**src/rtl/spmac_pkg.sv**
```systemverilog
package spmac_pkg;
  // accumulator wide enough for 256 groups of full-scale products
  function automatic int acc_w(int dw, int nnz);
    return 2 * dw + 8 + $clog2(nnz);
  endfunction
endpackage

```
**src/rtl/spmac_lane_mul.sv**
```systemverilog
module spmac_lane_mul #(
  parameter int GROUP = 8,
  parameter int NNZ   = 2,
  parameter int DW    = 8,
  parameter int IDXW  = $clog2(GROUP)
) (
  input  logic                  clk_i,
  input  logic                  rst_ni,
  input  logic                  en_i,
  input  logic [GROUP*DW-1:0]   act_i,
  input  logic [NNZ*DW-1:0]     wval_i,
  input  logic [NNZ*IDXW-1:0]   widx_i,
  output logic [NNZ*2*DW-1:0]   prod_o
);
  logic signed [DW-1:0] act_a [GROUP];

  for (genvar g = 0; g < GROUP; g++) begin : g_unpack
    assign act_a[g] = act_i[g*DW +: DW];
  end

  for (genvar l = 0; l < NNZ; l++) begin : g_lane
    logic [IDXW-1:0]        idx;
    logic signed [DW-1:0]   a_sel;
    logic signed [DW-1:0]   w;
    logic signed [2*DW-1:0] p_d;
    logic signed [2*DW-1:0] p_q;

    assign idx   = widx_i[l*IDXW +: IDXW];
    assign w     = wval_i[l*DW +: DW];
    assign a_sel = act_a[idx];
    assign p_d   = a_sel * w;

    always_ff @(posedge clk_i or negedge rst_ni) begin
      if (!rst_ni)   p_q <= '0;
      else if (en_i) p_q <= p_d;
    end

    assign prod_o[l*2*DW +: 2*DW] = p_q;
  end
endmodule

```
**src/rtl/spmac_sum.sv**
```systemverilog
module spmac_sum #(
  parameter int NNZ  = 2,
  parameter int DW   = 8,
  parameter int ACCW = 25
) (
  input  logic                clk_i,
  input  logic                rst_ni,
  input  logic                en_i,
  input  logic [NNZ*2*DW-1:0] prod_i,
  output logic [ACCW-1:0]     sum_o
);
  localparam int PW = 2 * DW;

  logic [ACCW-1:0] sum_d;

  always_comb begin
    sum_d = '0;
    for (int k = 0; k < NNZ; k++) begin
      sum_d = sum_d + {{(ACCW-PW){prod_i[k*PW+PW-1]}}, prod_i[k*PW +: PW]};
    end
  end

  always_ff @(posedge clk_i or negedge rst_ni) begin
    if (!rst_ni)   sum_o <= '0;
    else if (en_i) sum_o <= sum_d;
  end
endmodule

```
**src/rtl/spmac_accum.sv**
```systemverilog
module spmac_accum #(
  parameter int ACCW = 25
) (
  input  logic            clk_i,
  input  logic            rst_ni,
  input  logic            valid_i,
  input  logic            start_i,
  input  logic [ACCW-1:0] sum_i,
  output logic [ACCW-1:0] acc_o,
  output logic            valid_o
);
  always_ff @(posedge clk_i or negedge rst_ni) begin
    if (!rst_ni) begin
      acc_o   <= '0;
      valid_o <= 1'b0;
    end else begin
      valid_o <= valid_i;
      if (valid_i) acc_o <= start_i ? sum_i : acc_o + sum_i;
    end
  end
endmodule

```
**src/rtl/spmac_pe.sv**
```systemverilog
module spmac_pe #(
  parameter int GROUP = 8,
  parameter int NNZ   = 2,
  parameter int DW    = 8,
  localparam int IDXW = $clog2(GROUP),
  localparam int ACCW = spmac_pkg::acc_w(DW, NNZ)
) (
  input  logic                clk_i,
  input  logic                rst_ni,
  input  logic                act_valid_i,
  input  logic                acc_start_i,
  input  logic [GROUP*DW-1:0] act_i,
  input  logic [NNZ*DW-1:0]   wgt_val_i,
  input  logic [NNZ*IDXW-1:0] wgt_idx_i,
  output logic [ACCW-1:0]     psum_o,
  output logic                psum_valid_o
);
  logic [NNZ*2*DW-1:0] prod;
  logic [ACCW-1:0]     sum;
  logic v1, s1, v2, s2;

  // control rides alongside data; start only counts on valid groups
  always_ff @(posedge clk_i or negedge rst_ni) begin
    if (!rst_ni) begin
      v1 <= 1'b0; s1 <= 1'b0;
      v2 <= 1'b0; s2 <= 1'b0;
    end else begin
      v1 <= act_valid_i;
      s1 <= act_valid_i & acc_start_i;
      v2 <= v1;
      s2 <= s1;
    end
  end

  spmac_lane_mul #(.GROUP(GROUP), .NNZ(NNZ), .DW(DW), .IDXW(IDXW)) u_mul (
    .clk_i  (clk_i),
    .rst_ni (rst_ni),
    .en_i   (act_valid_i),
    .act_i  (act_i),
    .wval_i (wgt_val_i),
    .widx_i (wgt_idx_i),
    .prod_o (prod)
  );

  spmac_sum #(.NNZ(NNZ), .DW(DW), .ACCW(ACCW)) u_sum (
    .clk_i  (clk_i),
    .rst_ni (rst_ni),
    .en_i   (v1),
    .prod_i (prod),
    .sum_o  (sum)
  );

  spmac_accum #(.ACCW(ACCW)) u_acc (
    .clk_i   (clk_i),
    .rst_ni  (rst_ni),
    .valid_i (v2),
    .start_i (s2),
    .sum_i   (sum),
    .acc_o   (psum_o),
    .valid_o (psum_valid_o)
  );
endmodule

```
**config.mk**
```make
export PLATFORM = sky130hd
export DESIGN_NAME = spmac_pe
export DESIGN_NICKNAME = d
export VERILOG_FILES = /design/src/rtl/spmac_pkg.sv /design/src/rtl/spmac_lane_mul.sv /design/src/rtl/spmac_sum.sv /design/src/rtl/spmac_accum.sv /design/src/rtl/spmac_pe.sv
export SDC_FILE = /design/constraint.sdc
export NUM_CORES = 1
export LEC_CHECK = 0
export BUFFER_PORTS_ARGS = -buffer_cell sky130_fd_sc_hd__buf_2
export CAP_MARGIN = 10
export CORE_MARGIN = 2
export CORE_UTILIZATION = 33
export DETAILED_ROUTE_END_ITERATION = 16
export PLACE_DENSITY_LB_ADDON = 0.15
export SLEW_MARGIN = 20
export SYNTH_ARGS = -nofsm -noshare
export SYNTH_HDL_FRONTEND = slang
export SYNTH_SLANG_ARGS = --single-unit
```
**constraint.sdc**
```tcl
create_clock -name clk_i -period 4.15 [get_ports clk_i]
set_clock_uncertainty 0.2 [all_clocks]
set_input_delay 0.2075 -clock clk_i [delete_from_list [all_inputs] [get_ports clk_i]]
set_output_delay 0.2075 -clock clk_i [all_outputs]
set_load 0.005 [all_outputs]
```
==> results of run 1 <==
## report_power, final
part | internal (mW) | switching, mW | total [mW]
combinational | 5.69 | 5.15 | 10.8
clock | 0.531 | 0.320 | 0.852
sequential | 1.17 | 0.319 | 1.49
total | 7.38 | 5.79 | 13.2
## sequential cells by signal, indices dropped and copies added (netlist names)
name / cells
s1: 1
s2: 1
u_acc.acc_o: 25
u_acc.valid_o: 1
u_mul.g_lane.p_q: 32
u_sum.sum_o: 17
v1: 1
v2: 1
## what timing repair did
| action | CTS | global route |
|---|---|---|
| setup endpoints to repair | 20 | 20 |
| buffers inserted | 22 | 10 |
| pin swaps | 38 | 88 |
| hold buffers | 2 | 0 |
| hold endpoints to repair | 80 | 0 |
| gates resized for setup | 68 | 89 |
| gates cloned | 1 | 0 |
## how the worst min path moves through the flow
stage	start	to	slack, ns	depth (start not counted)
3_5_place_dp	s1$_DFF_PN0_	s2$_DFF_PN0_	0.14	0
4_1_cts	wgt_val_i[0]	u_mul.g_lane[0].p_q[0]$_DFFE_PN0P_	0.11	4
2_1_floorplan	rst_ni	s1$_DFF_PN0_	-0.29	0
6_report	wgt_val_i[0]	u_mul.g_lane[0].p_q[0]$_DFFE_PN0P_	0.12	4
3_3_place_gp	s1$_DFF_PN0_	s2$_DFF_PN0_	0.15	0
5_1_grt	wgt_val_i[0]	u_mul.g_lane[0].p_q[0]$_DFFE_PN0P_	0.11	4
## logic make-up (layout without fill, tap and decap cells)
family                     after synthesis  in the layout  share of synthesized area
adders and majority gates              210            210                      0.324
AOI/OAI and AO/OA                      205            205                      0.128
muxes                                   81             81                      0.117
xor gates and xnor gates                53             53                     0.0433
buffers and inverters                  216            487                     0.0759
and+or+nand+nor                        260            260                      0.128
DFF                                     79             79                      0.185
## cell usage in the layout, fill, tap and decap left out, types with 7 or more instances in the layout
master,n
sky130_fd_sc_hd__and2_1,19
sky130_fd_sc_hd__ha_1,72
sky130_fd_sc_hd__buf_4,125
sky130_fd_sc_hd__nand2b_4,11
sky130_fd_sc_hd__xnor2_1,33
sky130_fd_sc_hd__nor3_1,8
sky130_fd_sc_hd__o21ai_2,10
sky130_fd_sc_hd__mux2_2,22
sky130_fd_sc_hd__o21a_1,10
sky130_fd_sc_hd__mux2i_4,11
sky130_fd_sc_hd__fa_1,103
sky130_fd_sc_hd__dfrtp_1,79
sky130_fd_sc_hd__a31oi_1,9
sky130_fd_sc_hd__xor2_1,15
sky130_fd_sc_hd__buf_2,112
sky130_fd_sc_hd__buf_12,12
sky130_fd_sc_hd__a21o_1,24
sky130_fd_sc_hd__ha_4,21
sky130_fd_sc_hd__o21ai_0,31
sky130_fd_sc_hd__clkbuf_16,9
sky130_fd_sc_hd__nor2b_1,75
sky130_fd_sc_hd__nor2_1,48
sky130_fd_sc_hd__mux4_2,32
sky130_fd_sc_hd__nand2b_1,13
sky130_fd_sc_hd__nand2_1,48
sky130_fd_sc_hd__buf_6,26
sky130_fd_sc_hd__a21oi_1,46
sky130_fd_sc_hd__mux2_4,8
sky130_fd_sc_hd__o221ai_1,7
sky130_fd_sc_hd__fa_2,9
sky130_fd_sc_hd__inv_1,159
sky130_fd_sc_hd__a211oi_1,9
sky130_fd_sc_hd__inv_2,30
## per-layer routing
layer | vias up | track usage
li1 | 4253 | -
met1 | 4098 | 0.207
met2 | 137 | 0.283
met3 | 10 | 0.0117
met4 | 0 | 0.0275
met5 | - | 0
## worst max-delay path, delay by kind of cell
kind	cells	cell delay, ns
AOI/OAI and AO/OA	5	0.60
xor gates and xnor gates	1	0.35
adders and majority gates	5	2.26
buffers and inverters	8	0.60
muxes	2	0.71
and+or+nand+nor	1	0.04
## area by class of cell
cell class,instances,area (sq um),area share
Clock buffer,10,229,0.0159
Sequential cell,79,1980,0.137
Clock inverter,6,93.8,0.00652
Timing Repair Buffer,281,2120,0.148
Inverter,190,713,0.0496
Multi-Input combinational cell,809,8750,0.608
Tap cell,402,503,0.0349
==> out/results.ini, run 1 <==
[worst_setup_path]
worst_setup_path_class=input pin to flop
reg2reg_to=u_acc.acc_o[24]$_DFFE_PN0P_
critPathSlowestCell=sky130_fd_sc_hd__fa_1
r2r_cells=11
crit_path_end_kind=flop
critical_path.max_stage_delay_ns=0.54
cpMostUsedCell=sky130_fd_sc_hd__fa_1
critPathRequiredTime_ns=4.14
worstReg2RegStart=u_sum.sum_o[0]$_DFFE_PN0P_
timing.critical_path.fanout_max=6
crit_arrival_ns=4.78
rrSetupSlack_ns=1.01
crit_path_cell_trace=buf_12 > buf_16 > mux4_2 > mux2i_4 > buf_12 > nor2b_4 > fa_1 > inv_2 > fa_1 > inv_1 > fa_1 > inv_1 > fa_1 > inv_2 > ha_4 > inv_2 > o21ai_2 > a21oi_4 > o21ai_2 > a31oi_1 > xnor2_1 > a21oi_1
critPathLaunchType=input pin
crit_start=wgt_idx_i[3]
worst_setup_path_endpoint=u_mul.g_lane[1].p_q[15]$_DFFE_PN0P_

[global_route]
pin_count_of_the_biggest_net_entering_global_routing=80
number_of_global_route_vias_before_repair=8814
grt-ovfl-total=0
antenna_found_initial=0
grt_pass1_wl_mm=43.3
global_route.usage.total=0.157

[yosys]
ys_async_sr_fraction=1.00
yosysSeqAreaShare=0.185
syn_inst=1104
netlist.top_cell.by_area=sky130_fd_sc_hd__fa_1
synth-edff-count=0
ys_ff_latch=79
yosys_warnings=0
post_synth_num_cell_types=62
ys_top_cells_by_count=sky130_fd_sc_hd__inv_1 (189), sky130_fd_sc_hd__fa_1 (112), sky130_fd_sc_hd__ha_1 (98)
yosys.cell_count.top_type=sky130_fd_sc_hd__inv_1
mappedNetlistNets=1404
ranking_of_synthesized_cells_by_area=sky130_fd_sc_hd__fa_1 (21%), sky130_fd_sc_hd__dfrtp_1 (18%), sky130_fd_sc_hd__ha_1 (11%)
synthesis.area_sq_mm=0.0107
synthesis.area_per_instance_sq_um=9.70
synth_top_cell_area_share=0.209
postSynth.topFlopCell=sky130_fd_sc_hd__dfrtp_1

[placement]
gpl.final_weighted_congestion=0.814
dpl_cell_area_sq_mm=0.0131
detailed_place_hpwl_mm=21.7
placed_cells=1732
pre_cts_slack_ns=-1.25
port_buffers=115

[routing]
routed_wl_mm=26.4
route.detailed.vias_per_inst=4.78
routed-via-count=8498
met3_length_um=514
wl_met2_mm=13.2
firstDrtPassIters=4
routed_wire_length_per_instance_um=14.9
top_layer=met4
drc=0
drt_first_iter_violations=277
m1WireLength_mm=12.4
ant_nets=0

[outcome]
result_of_the_run=complete, but fails checks
failed_checks=negative setup slack

[sta]
maxSlewViolCount=0
post-route-min-period_ns=4.79
setup_violations=19
final_min_period_over_clock_period=1.15
totalNegativeSetupSlack_ns=-8.02
achievable_freq_ghz=0.209
rsz_0062_raised_after_global_routing=true
whs_ns=0.117
maxSlewHeadroom=0.358
hold_viol=0
worst_slack_ns=-0.638
worst_slew_pin_slew_ns=0.962

[layout]
diodes=0
final_design_area_no_fill_sq_mm=0.0144
finalCoreUtilization=0.454
layout.filler_cells=3038
area.growth.synth_to_final_pct=34.4
layout.nets=1670
drive_above_1_share=0.365
post_layout_nonfiller_instances=1777

[power_and_ir_drop]
static-leakage-power_nw=6.77
power_per_cell_area_mw_per_mm2=915
vdd_drop_max_mv=0.481
power_mw=13.2

[clock_network]
cts_tree=built
ctsRootBufferMaster=sky130_fd_sc_hd__clkbuf_16
cts.sink_count=79
cts-buffers-inserted=9
worst_skew_pair.late_latency_ns=0.33
cts_h_tree_depth=3
clk_pin_slew_ns=0.06
ctsLongestPathBuffers=2

[floorplanning]
num_io_pins=116
chipWidth_um=184
row_count=65
core_area_sq_mm=0.0317
initial_core_util=0.338
die_height_um=184
die-area_sq_mm=0.0339

[flow_run]
cap_viol_max_count=0

[hold_path]
hold_path_class=input pin to flop

Power figures use the tool's default switching activity.
==> run 2: changes to the inputs <==
--- a/config.mk
+++ b/config.mk
@@ -5,6 +5,7 @@
 export SDC_FILE = /design/constraint.sdc
 export NUM_CORES = 1
 export LEC_CHECK = 0
+export ABC_AREA = 1
 export BUFFER_PORTS_ARGS = -buffer_cell sky130_fd_sc_hd__buf_2
 export CAP_MARGIN = 10
 export CORE_MARGIN = 2
==> run 2 against run 1 <==
Net effect: the flow still finishes with violations (negative setup slack); maximum frequency rose by 8.6%; sequential share of layout area fell by 1.1 points; critical path depth rose by 1; worst setup slack improved by 0.38 ns; largest power group unchanged.
==> out/results.ini, run 2 <==
[routing]
met3_length_um=832  ; +62%
firstDrtPassIters=7  ; +3
routed_wl_mm=33.8  ; +28%
route.detailed.vias_per_inst=4.77  ; -0.30%
ant_nets=0  ; unchanged
drt_first_iter_violations=343  ; +24%
top_layer=met4
routed-via-count=11252  ; +32%
drc=0  ; unchanged
m1WireLength_mm=15.9  ; +28%
routed_wire_length_per_instance_um=14.3  ; -3.5%
wl_met2_mm=16.5  ; +25%

[clock_network]
clk_pin_slew_ns=0.06  ; about the same
ctsLongestPathBuffers=2  ; unchanged
cts-buffers-inserted=9  ; unchanged
cts.sink_count=79  ; unchanged
cts_tree=built
worst_skew_pair.late_latency_ns=0.35  ; +0.02 ns
cts_h_tree_depth=3  ; unchanged
ctsRootBufferMaster=sky130_fd_sc_hd__clkbuf_16

[yosys]
ys_top_cells_by_count=sky130_fd_sc_hd__nand2_1 (359), sky130_fd_sc_hd__inv_1 (319), sky130_fd_sc_hd__nor2_1 (179)
post_synth_num_cell_types=43  ; -31%
netlist.top_cell.by_area=sky130_fd_sc_hd__fa_1
synth_top_cell_area_share=0.193  ; -0.0166
syn_inst=1660  ; +50%
yosysSeqAreaShare=0.170  ; -0.0147
ys_ff_latch=79  ; unchanged
synth-edff-count=0  ; unchanged
synthesis.area_per_instance_sq_um=7.01  ; -28%
ranking_of_synthesized_cells_by_area=sky130_fd_sc_hd__fa_1 (19%), sky130_fd_sc_hd__dfrtp_1 (17%), sky130_fd_sc_hd__nand2_1 (12%)
yosys.cell_count.top_type=sky130_fd_sc_hd__nand2_1
ys_async_sr_fraction=1.00  ; unchanged
mappedNetlistNets=1960  ; +40%
yosys_warnings=0  ; unchanged
postSynth.topFlopCell=sky130_fd_sc_hd__dfrtp_1
synthesis.area_sq_mm=0.0116  ; +8.6%

[layout]
top_register=u_mul.g_lane.p_q
diodes=0  ; unchanged
final_common_cell=sky130_fd_sc_hd__nand2_1
area.growth.synth_to_final_pct=34.2
top_regs=u_mul.g_lane.p_q: 32 flops, u_acc.acc_o: 25 flops, u_sum.sum_o: 17 flops
drive_above_1_share=0.293  ; -0.0717
commonest_cells_after_routing_fill_and_taps_aside=sky130_fd_sc_hd__nand2_1 (322), sky130_fd_sc_hd__inv_1 (273), sky130_fd_sc_hd__nor2_1 (134), sky130_fd_sc_hd__buf_4 (119), sky130_fd_sc_hd__buf_2 (110)
layout.filler_cells=3513  ; +16%
layout.nets=2201  ; +32%
largest_register_ffs=32  ; unchanged
final_design_area_no_fill_sq_mm=0.0156  ; +8.4%
post_layout_nonfiller_instances=2360  ; +33%

[placement]
detailed_place_hpwl_mm=27.6  ; +27%
dpl_cell_area_sq_mm=0.0139  ; +6.2%
placed_cells=2310  ; +33%
port_buffers=115  ; unchanged
pre_cts_slack_ns=-0.665  ; +0.589 ns
gpl.final_weighted_congestion=0.928  ; +14%

[sta]
maxSlewHeadroom=0.375  ; +0.0175
worst_slew_pin_slew_ns=0.936  ; -0.0262 ns
worst_slack_ns=-0.260  ; +0.378 ns
setup_violations=16  ; -3
rsz_0062_raised_after_global_routing=true
post-route-min-period_ns=4.41  ; -0.378 ns
hold_viol=0  ; unchanged
achievable_freq_ghz=0.227  ; +8.6%
maxSlewViolCount=0  ; unchanged
final_min_period_over_clock_period=1.06  ; -0.0911
totalNegativeSetupSlack_ns=-2.30  ; +5.72 ns

[power_and_ir_drop]
power_per_cell_area_mw_per_mm2=932  ; +1.9%
switching_share=0.506  ; +0.0666
power.share.clock=0.064  ; about the same
static-leakage-power_nw=7.88  ; +16%
power_mw=14.6  ; +10%
internal_cell_power_mw=7.19  ; -2.7%
register_share_of_total_power=0.100  ; -0.013
vdd_drop_max_mv=0.469  ; -2.5%
p_switching_mw=7.36  ; +27%
share_comb_of_total_power=0.836  ; +0.013

[worst_setup_path]
path_delay_family=adder cells
crit_start=wgt_idx_i[3]
crit_path_end_kind=flop
critPathLaunchType=input pin
crit_path_cell_trace=buf_12 > buf_12 > buf_4 > o211ai_1 > nand3_1 > nand2_4 > buf_12 > inv_8 > nand2_4 > fa_2 > fa_1 > inv_2 > fa_1 > inv_2 > fa_1 > inv_2 > ha_4 > nand2_8 > o21ai_4 > buf_6 > a21oi_2 > or2_4 > a31oi_1
worstReg2RegStart=u_sum.sum_o[23]$_DFFE_PN0P_
crit_arrival_ns=4.48  ; -0.30 ns
critical_path.max_stage_delay_ns=0.54  ; about the same
critPathSlowestCell=sky130_fd_sc_hd__fa_1
crit_buf_inv=9  ; +1
critPathRequiredTime_ns=4.22  ; +0.08 ns
worst_setup_path_class=input pin to flop
timing.critical_path.fanout_max=7  ; +1

[floorplanning]
initial_core_util=0.336  ; -0.00168
row_count=68  ; +4.6%
die_height_um=192  ; +4.1%
die-area_sq_mm=0.0368  ; +8.4%
chipWidth_um=192  ; +4.1%
num_io_pins=116  ; unchanged
core_area_sq_mm=0.0346  ; +9.2%

[global_route]
grt_pass1_wl_mm=57.0  ; +32%
grt-ovfl-total=0  ; unchanged
antenna_found_initial=0  ; unchanged
global_route.usage.total=0.191  ; +0.0347
number_of_global_route_vias_before_repair=11697  ; +33%
pin_count_of_the_biggest_net_entering_global_routing=80  ; unchanged

[outcome]
failed_checks=negative setup slack
result_of_the_run=complete, but fails checks

[hold_path]
min_from=act_valid_i
hold_path_class=input pin to flop

[flow_run]
cap_viol_max_count=0  ; unchanged

## run 2: metal layers
layer | GRT usage | vias up
met5 | 0 | -
met4 | 0.0515 | 0
met3 | 0.0124 | 41
met2 | 0.337 | 194
met1 | 0.253 | 5300
li1 | - | 5717
## run 2: path summary, 6_finish.rpt
| check | endpoint | cells after the start | slack (ns) |
|---|---|---|---|
| setup / recovery | u_mul.g_lane[1].p_q[9]$_DFFE_PN0P_ | 23 | -0.26 |
| setup reg to reg | u_acc.acc_o[19]$_DFFE_PN0P_ | 10 | 1.56 |
| hold / removal | v1$_DFF_PN0_ | 1 | 0.04 |
| hold reg to reg | s2$_DFF_PN0_ | 0 | 0.15 |
| min in group asynchronous | u_acc.acc_o[1]$_DFFE_PN0P_ | 2 | 0.27 |
| max in group asynchronous | v1$_DFF_PN0_ | 2 | 2.96 |
## run 2: cells by family (layout without fill, tap and decap cells)
kind of cell / after synthesis / count (layout) / synth area share
simple gates: 680 / 680 / 0.242
buf+inv: 368 / 613 / 0.125
compound gates: 288 / 288 / 0.139
fa+ha+maj: 210 / 210 / 0.298
flops: 79 / 79 / 0.170
xor+xnor: 35 / 35 / 0.0263
## run 2: power by group through the flow
stage | Combinational, mW | Clock [mW] | Sequential [mW]
2_1_floorplan | 7.35 | 0 | 1.36
3_3_place_gp | 10.2 | 0 | 1.47
3_5_place_dp | 10.2 | 0 | 1.48
4_1_cts | 11.5 | 0.949 | 1.46
5_1_grt | 13.7 | 0.981 | 1.51
6_report | 12.2 | 0.926 | 1.46
## run 2: through the flow
| stage | hold slack, ns | utilization |
|---|---|---|
| floorplan | -0.288 | - |
| global placement | 0.132 | 0.402 |
| detailed placement | 0.136 | 0.402 |
| CTS | 0.0310 | 0.436 |
| global route | 0.0467 | 0.451 |
| finish | 0.0390 | 0.451 |
## run 2: layout make-up
| type | count | area, sq um | area share |
|---|---|---|---|
| multi-input cells | 1213 | 9370 | 0.600 |
| repair buffers | 269 | 2080 | 0.134 |
| flip-flops and latches | 79 | 1980 | 0.127 |
| inverters | 329 | 1280 | 0.0819 |
| well taps | 455 | 569 | 0.0365 |
| clock buffers | 9 | 225 | 0.0144 |
| clock inverters | 6 | 109 | 0.00697 |
## run 2: timing repair
| item | in CTS | in global routing |
|---|---|---|
| resized for setup | 163 | 112 |
| endpoints found under the hold margin | 80 | 0 |
| hold buffers | 2 | 0 |
| cloned | 6 | 0 |
| setup buffers | 17 | 11 |
| pin swaps | 116 | 124 |
| setup endpoints to repair | 18 | 20 |
## run 2: worst reg2reg max path: cells and delay by family (launching register included)
family	cells	cell delay, ns
AOI/OAI and AO/OA	1	0.09
DFF	1	0.56
and+or+nand+nor	7	1.06
buffers and inverters	1	0.08
adders and majority gates	1	0.48
==> run 3: changes to the inputs <==
--- a/config.mk
+++ b/config.mk
@@ -7,11 +7,11 @@
 export LEC_CHECK = 0
 export ABC_AREA = 1
 export BUFFER_PORTS_ARGS = -buffer_cell sky130_fd_sc_hd__buf_2
-export CAP_MARGIN = 10
 export CORE_MARGIN = 2
 export CORE_UTILIZATION = 33
 export DETAILED_ROUTE_END_ITERATION = 16
 export PLACE_DENSITY_LB_ADDON = 0.15
+export SETUP_SLACK_MARGIN = 0.05
 export SLEW_MARGIN = 20
 export SYNTH_ARGS = -nofsm -noshare
 export SYNTH_HDL_FRONTEND = slang
==> run 3 against run 2 <==
Net effect: the flow still finishes with violations (negative setup slack); critical path depth up 2; worst setup slack better by 0.094 ns; maximum frequency up 2.2%; register-to-register slack better by 0.04 ns; sequential share of layout area down 0.11 points; wire length up 0.71%; total power down 1.8%; non-clock buffer count up 20; die area unchanged; critical endpoint is now u_mul.g_lane[0].p_q[13]$_DFFE_PN0P_; highest routed layer unchanged.
==> out/results.ini, run 3 (synthesis gave the netlist of run 2 again) <==
[power_and_ir_drop]
p_switching_mw=7.26  ; -1.4%
power_per_cell_area_mw_per_mm2=907  ; -2.7%
switching_share=0.508  ; +0.00239
share_comb_of_total_power=0.838  ; +0.002
register_share_of_total_power=0.102  ; +0.002
static-leakage-power_nw=7.92  ; +0.54%
vdd_drop_max_mv=0.544  ; +16%
power.share.clock=0.060  ; -0.004
internal_cell_power_mw=7.02  ; -2.3%

[global_route]
number_of_global_route_vias_before_repair=11896  ; +1.7%
grt_pass1_wl_mm=57.9  ; +1.6%
global_route.usage.total=0.195  ; +0.00403
antenna_found_initial=0  ; unchanged
grt-ovfl-total=0  ; unchanged
pin_count_of_the_biggest_net_entering_global_routing=80  ; unchanged

[layout]
layout.nets=2221  ; +0.91%
area.growth.synth_to_final_pct=35.4
diodes=0  ; unchanged
post_layout_nonfiller_instances=2381  ; +0.89%
top_regs=u_mul.g_lane.p_q: 32 flops, u_acc.acc_o: 25 flops, u_sum.sum_o: 17 flops
largest_register_ffs=32  ; unchanged
commonest_cells_after_routing_fill_and_taps_aside=sky130_fd_sc_hd__nand2_1 (323), sky130_fd_sc_hd__inv_1 (276), sky130_fd_sc_hd__nor2_1 (134), sky130_fd_sc_hd__buf_4 (130), sky130_fd_sc_hd__buf_2 (110)
final_common_cell=sky130_fd_sc_hd__nand2_1
top_register=u_mul.g_lane.p_q
layout.filler_cells=3442  ; -2.0%
drive_above_1_share=0.298  ; +0.00459

[clock_network]
worst_skew_pair.late_latency_ns=0.36  ; about the same
cts-buffers-inserted=9  ; unchanged
ctsRootBufferMaster=sky130_fd_sc_hd__clkbuf_16
cts.sink_count=79  ; unchanged
clk_pin_slew_ns=0.06  ; about the same
cts_h_tree_depth=3  ; unchanged
cts_tree=built
ctsLongestPathBuffers=2  ; unchanged

[placement]
port_buffers=115  ; unchanged
pre_cts_slack_ns=-0.721  ; -0.0558 ns
detailed_place_hpwl_mm=27.6  ; -0.17%
placed_cells=2320  ; +0.43%
gpl.final_weighted_congestion=0.885  ; -4.6%

[worst_setup_path]
rrSetupSlack_ns=1.60  ; +0.04 ns
worst_setup_path_class=input pin to flop
worst_setup_path_endpoint=u_mul.g_lane[0].p_q[13]$_DFFE_PN0P_
crit_start=wgt_idx_i[0]
crit_path_end_kind=flop
reg2reg_to=u_acc.acc_o[16]$_DFFE_PN0P_
timing.critical_path.fanout_max=8  ; +1
worstReg2RegStart=u_sum.sum_o[0]$_DFFE_PN0P_
crit_arrival_ns=4.36  ; -0.12 ns
r2r_cells=13  ; +3
critPathRequiredTime_ns=4.20  ; -0.02 ns
critPathLaunchType=input pin

[sta]
achievable_freq_ghz=0.232  ; +2.2%
post-route-min-period_ns=4.32  ; -0.0937 ns
final_min_period_over_clock_period=1.04  ; -0.0226
maxSlewViolCount=0  ; unchanged
setup_violations=14  ; -2
worst_slew_pin_slew_ns=0.907  ; -0.0291 ns
hold_viol=0  ; unchanged
worst_slack_ns=-0.166  ; +0.0937 ns
rsz_0062_raised_after_global_routing=true
totalNegativeSetupSlack_ns=-1.19  ; +1.10 ns
maxSlewHeadroom=0.395  ; +0.0194

[floorplanning]
initial_core_util=0.336  ; unchanged
chipWidth_um=192  ; unchanged
core_area_sq_mm=0.0346  ; unchanged
row_count=68  ; unchanged
die_height_um=192  ; unchanged
die-area_sq_mm=0.0368  ; unchanged
num_io_pins=116  ; unchanged

[routing]
routed_wire_length_per_instance_um=14.3  ; -0.18%
drt_first_iter_violations=552  ; +61%
ant_nets=0  ; unchanged
route.detailed.vias_per_inst=4.77  ; about the same
firstDrtPassIters=5  ; -2
routed_wl_mm=34.1  ; +0.71%
routed-via-count=11357  ; +0.93%
drc=0  ; unchanged

[hold_path]
hold_path_class=input pin to flop

[flow_run]
cap_viol_max_count=0  ; unchanged

[outcome]
result_of_the_run=complete, but fails checks
failed_checks=negative setup slack

run 3: power groups by stage:
stage / sequential [mW] / clock [mW] / combinational [mW]
6_report: 1.45 / 0.856 / 12.0
5_1_grt: 1.51 / 0.917 / 13.5
4_1_cts: 1.46 / 0.883 / 11.6
3_5_place_dp: 1.47 / 0 / 10.3
3_3_place_gp: 1.47 / 0 / 10.3
2_1_floorplan: 1.36 / 0 / 7.38
run 3: worst min-delay path by stage:
stage                       from      endpoint  slack (ns)  cells past startpoint
global route         act_valid_i  v1$_DFF_PN0_        0.07                      1
finish               act_valid_i  v1$_DFF_PN0_        0.04                      1
detailed placement  s1$_DFF_PN0_  s2$_DFF_PN0_        0.14                      0
floorplan                 rst_ni  s1$_DFF_PN0_       -0.29                      0
CTS                  act_valid_i  v1$_DFF_PN0_        0.05                      1
global placement    s1$_DFF_PN0_  s2$_DFF_PN0_        0.13                      0
run 3: stage by stage:
| stage | cell area [sq um] | utilization | hold WS (ns) | total power, mW |
|---|---|---|---|---|
| finish | 15800 | 0.455 | 0.0428 | 14.3 |
| global route | 15800 | 0.455 | 0.0687 | 16.0 |
| CTS | 15300 | 0.443 | 0.0484 | 13.9 |
| detailed placement | 14000 | 0.404 | 0.137 | 11.8 |
| global placement | 14000 | 0.404 | 0.134 | 11.7 |
| floorplan | 12100 | - | -0.288 | 8.74 |
run 3: critical path, cell delays in order:
cell                       delay [ns]
sky130_fd_sc_hd__buf_16          0.13
sky130_fd_sc_hd__buf_12          0.14
sky130_fd_sc_hd__a21oi_2         0.14
sky130_fd_sc_hd__o21ai_2         0.06
sky130_fd_sc_hd__o21ai_1         0.07
sky130_fd_sc_hd__nand2_1         0.07
sky130_fd_sc_hd__nand2_2         0.12
sky130_fd_sc_hd__inv_4           0.08
sky130_fd_sc_hd__buf_4           0.13
sky130_fd_sc_hd__buf_4           0.13
sky130_fd_sc_hd__nor2_4          0.09
sky130_fd_sc_hd__ha_4            0.21
sky130_fd_sc_hd__fa_1            0.50
sky130_fd_sc_hd__inv_2           0.05
sky130_fd_sc_hd__fa_1            0.48
sky130_fd_sc_hd__fa_1            0.51
sky130_fd_sc_hd__inv_1           0.06
sky130_fd_sc_hd__ha_4            0.26
sky130_fd_sc_hd__a21oi_4         0.18
sky130_fd_sc_hd__o21ai_4         0.10
sky130_fd_sc_hd__a21oi_2         0.17
sky130_fd_sc_hd__o21bai_1        0.11
sky130_fd_sc_hd__or2_1           0.21
sky130_fd_sc_hd__nand3_1         0.07
sky130_fd_sc_hd__nand2_1         0.05
run 3: final cells by class:
cell class	count	area (sq um)	share of cell area
clock buffer	9	225	0.0143
clock inverter	7	87.6	0.00556
inverter	329	1270	0.0805
multi-input combinational	1213	9310	0.591
sequential	79	1980	0.126
tap	455	569	0.0361
timing repair buffer	289	2310	0.147
run 3: routing by layer:
layer	vias up	GRT usage	wire [um]
li1	5778	-	-
met1	5328	0.250	15700
met2	208	0.351	16700
met3	43	0.0152	917
met4	0	0.0550	729
met5	-	0	0
run 3: repair_timing:
item | 4_1_cts | 5_1_grt
pin swaps | 118 | 61
cloned | 6 | 3
gates resized for setup | 191 | 78
hold buffers | 2 | 0
endpoints found under the hold margin | 80 | 0
setup buffers | 28 | 7
setup endpoints to repair | 19 | 21
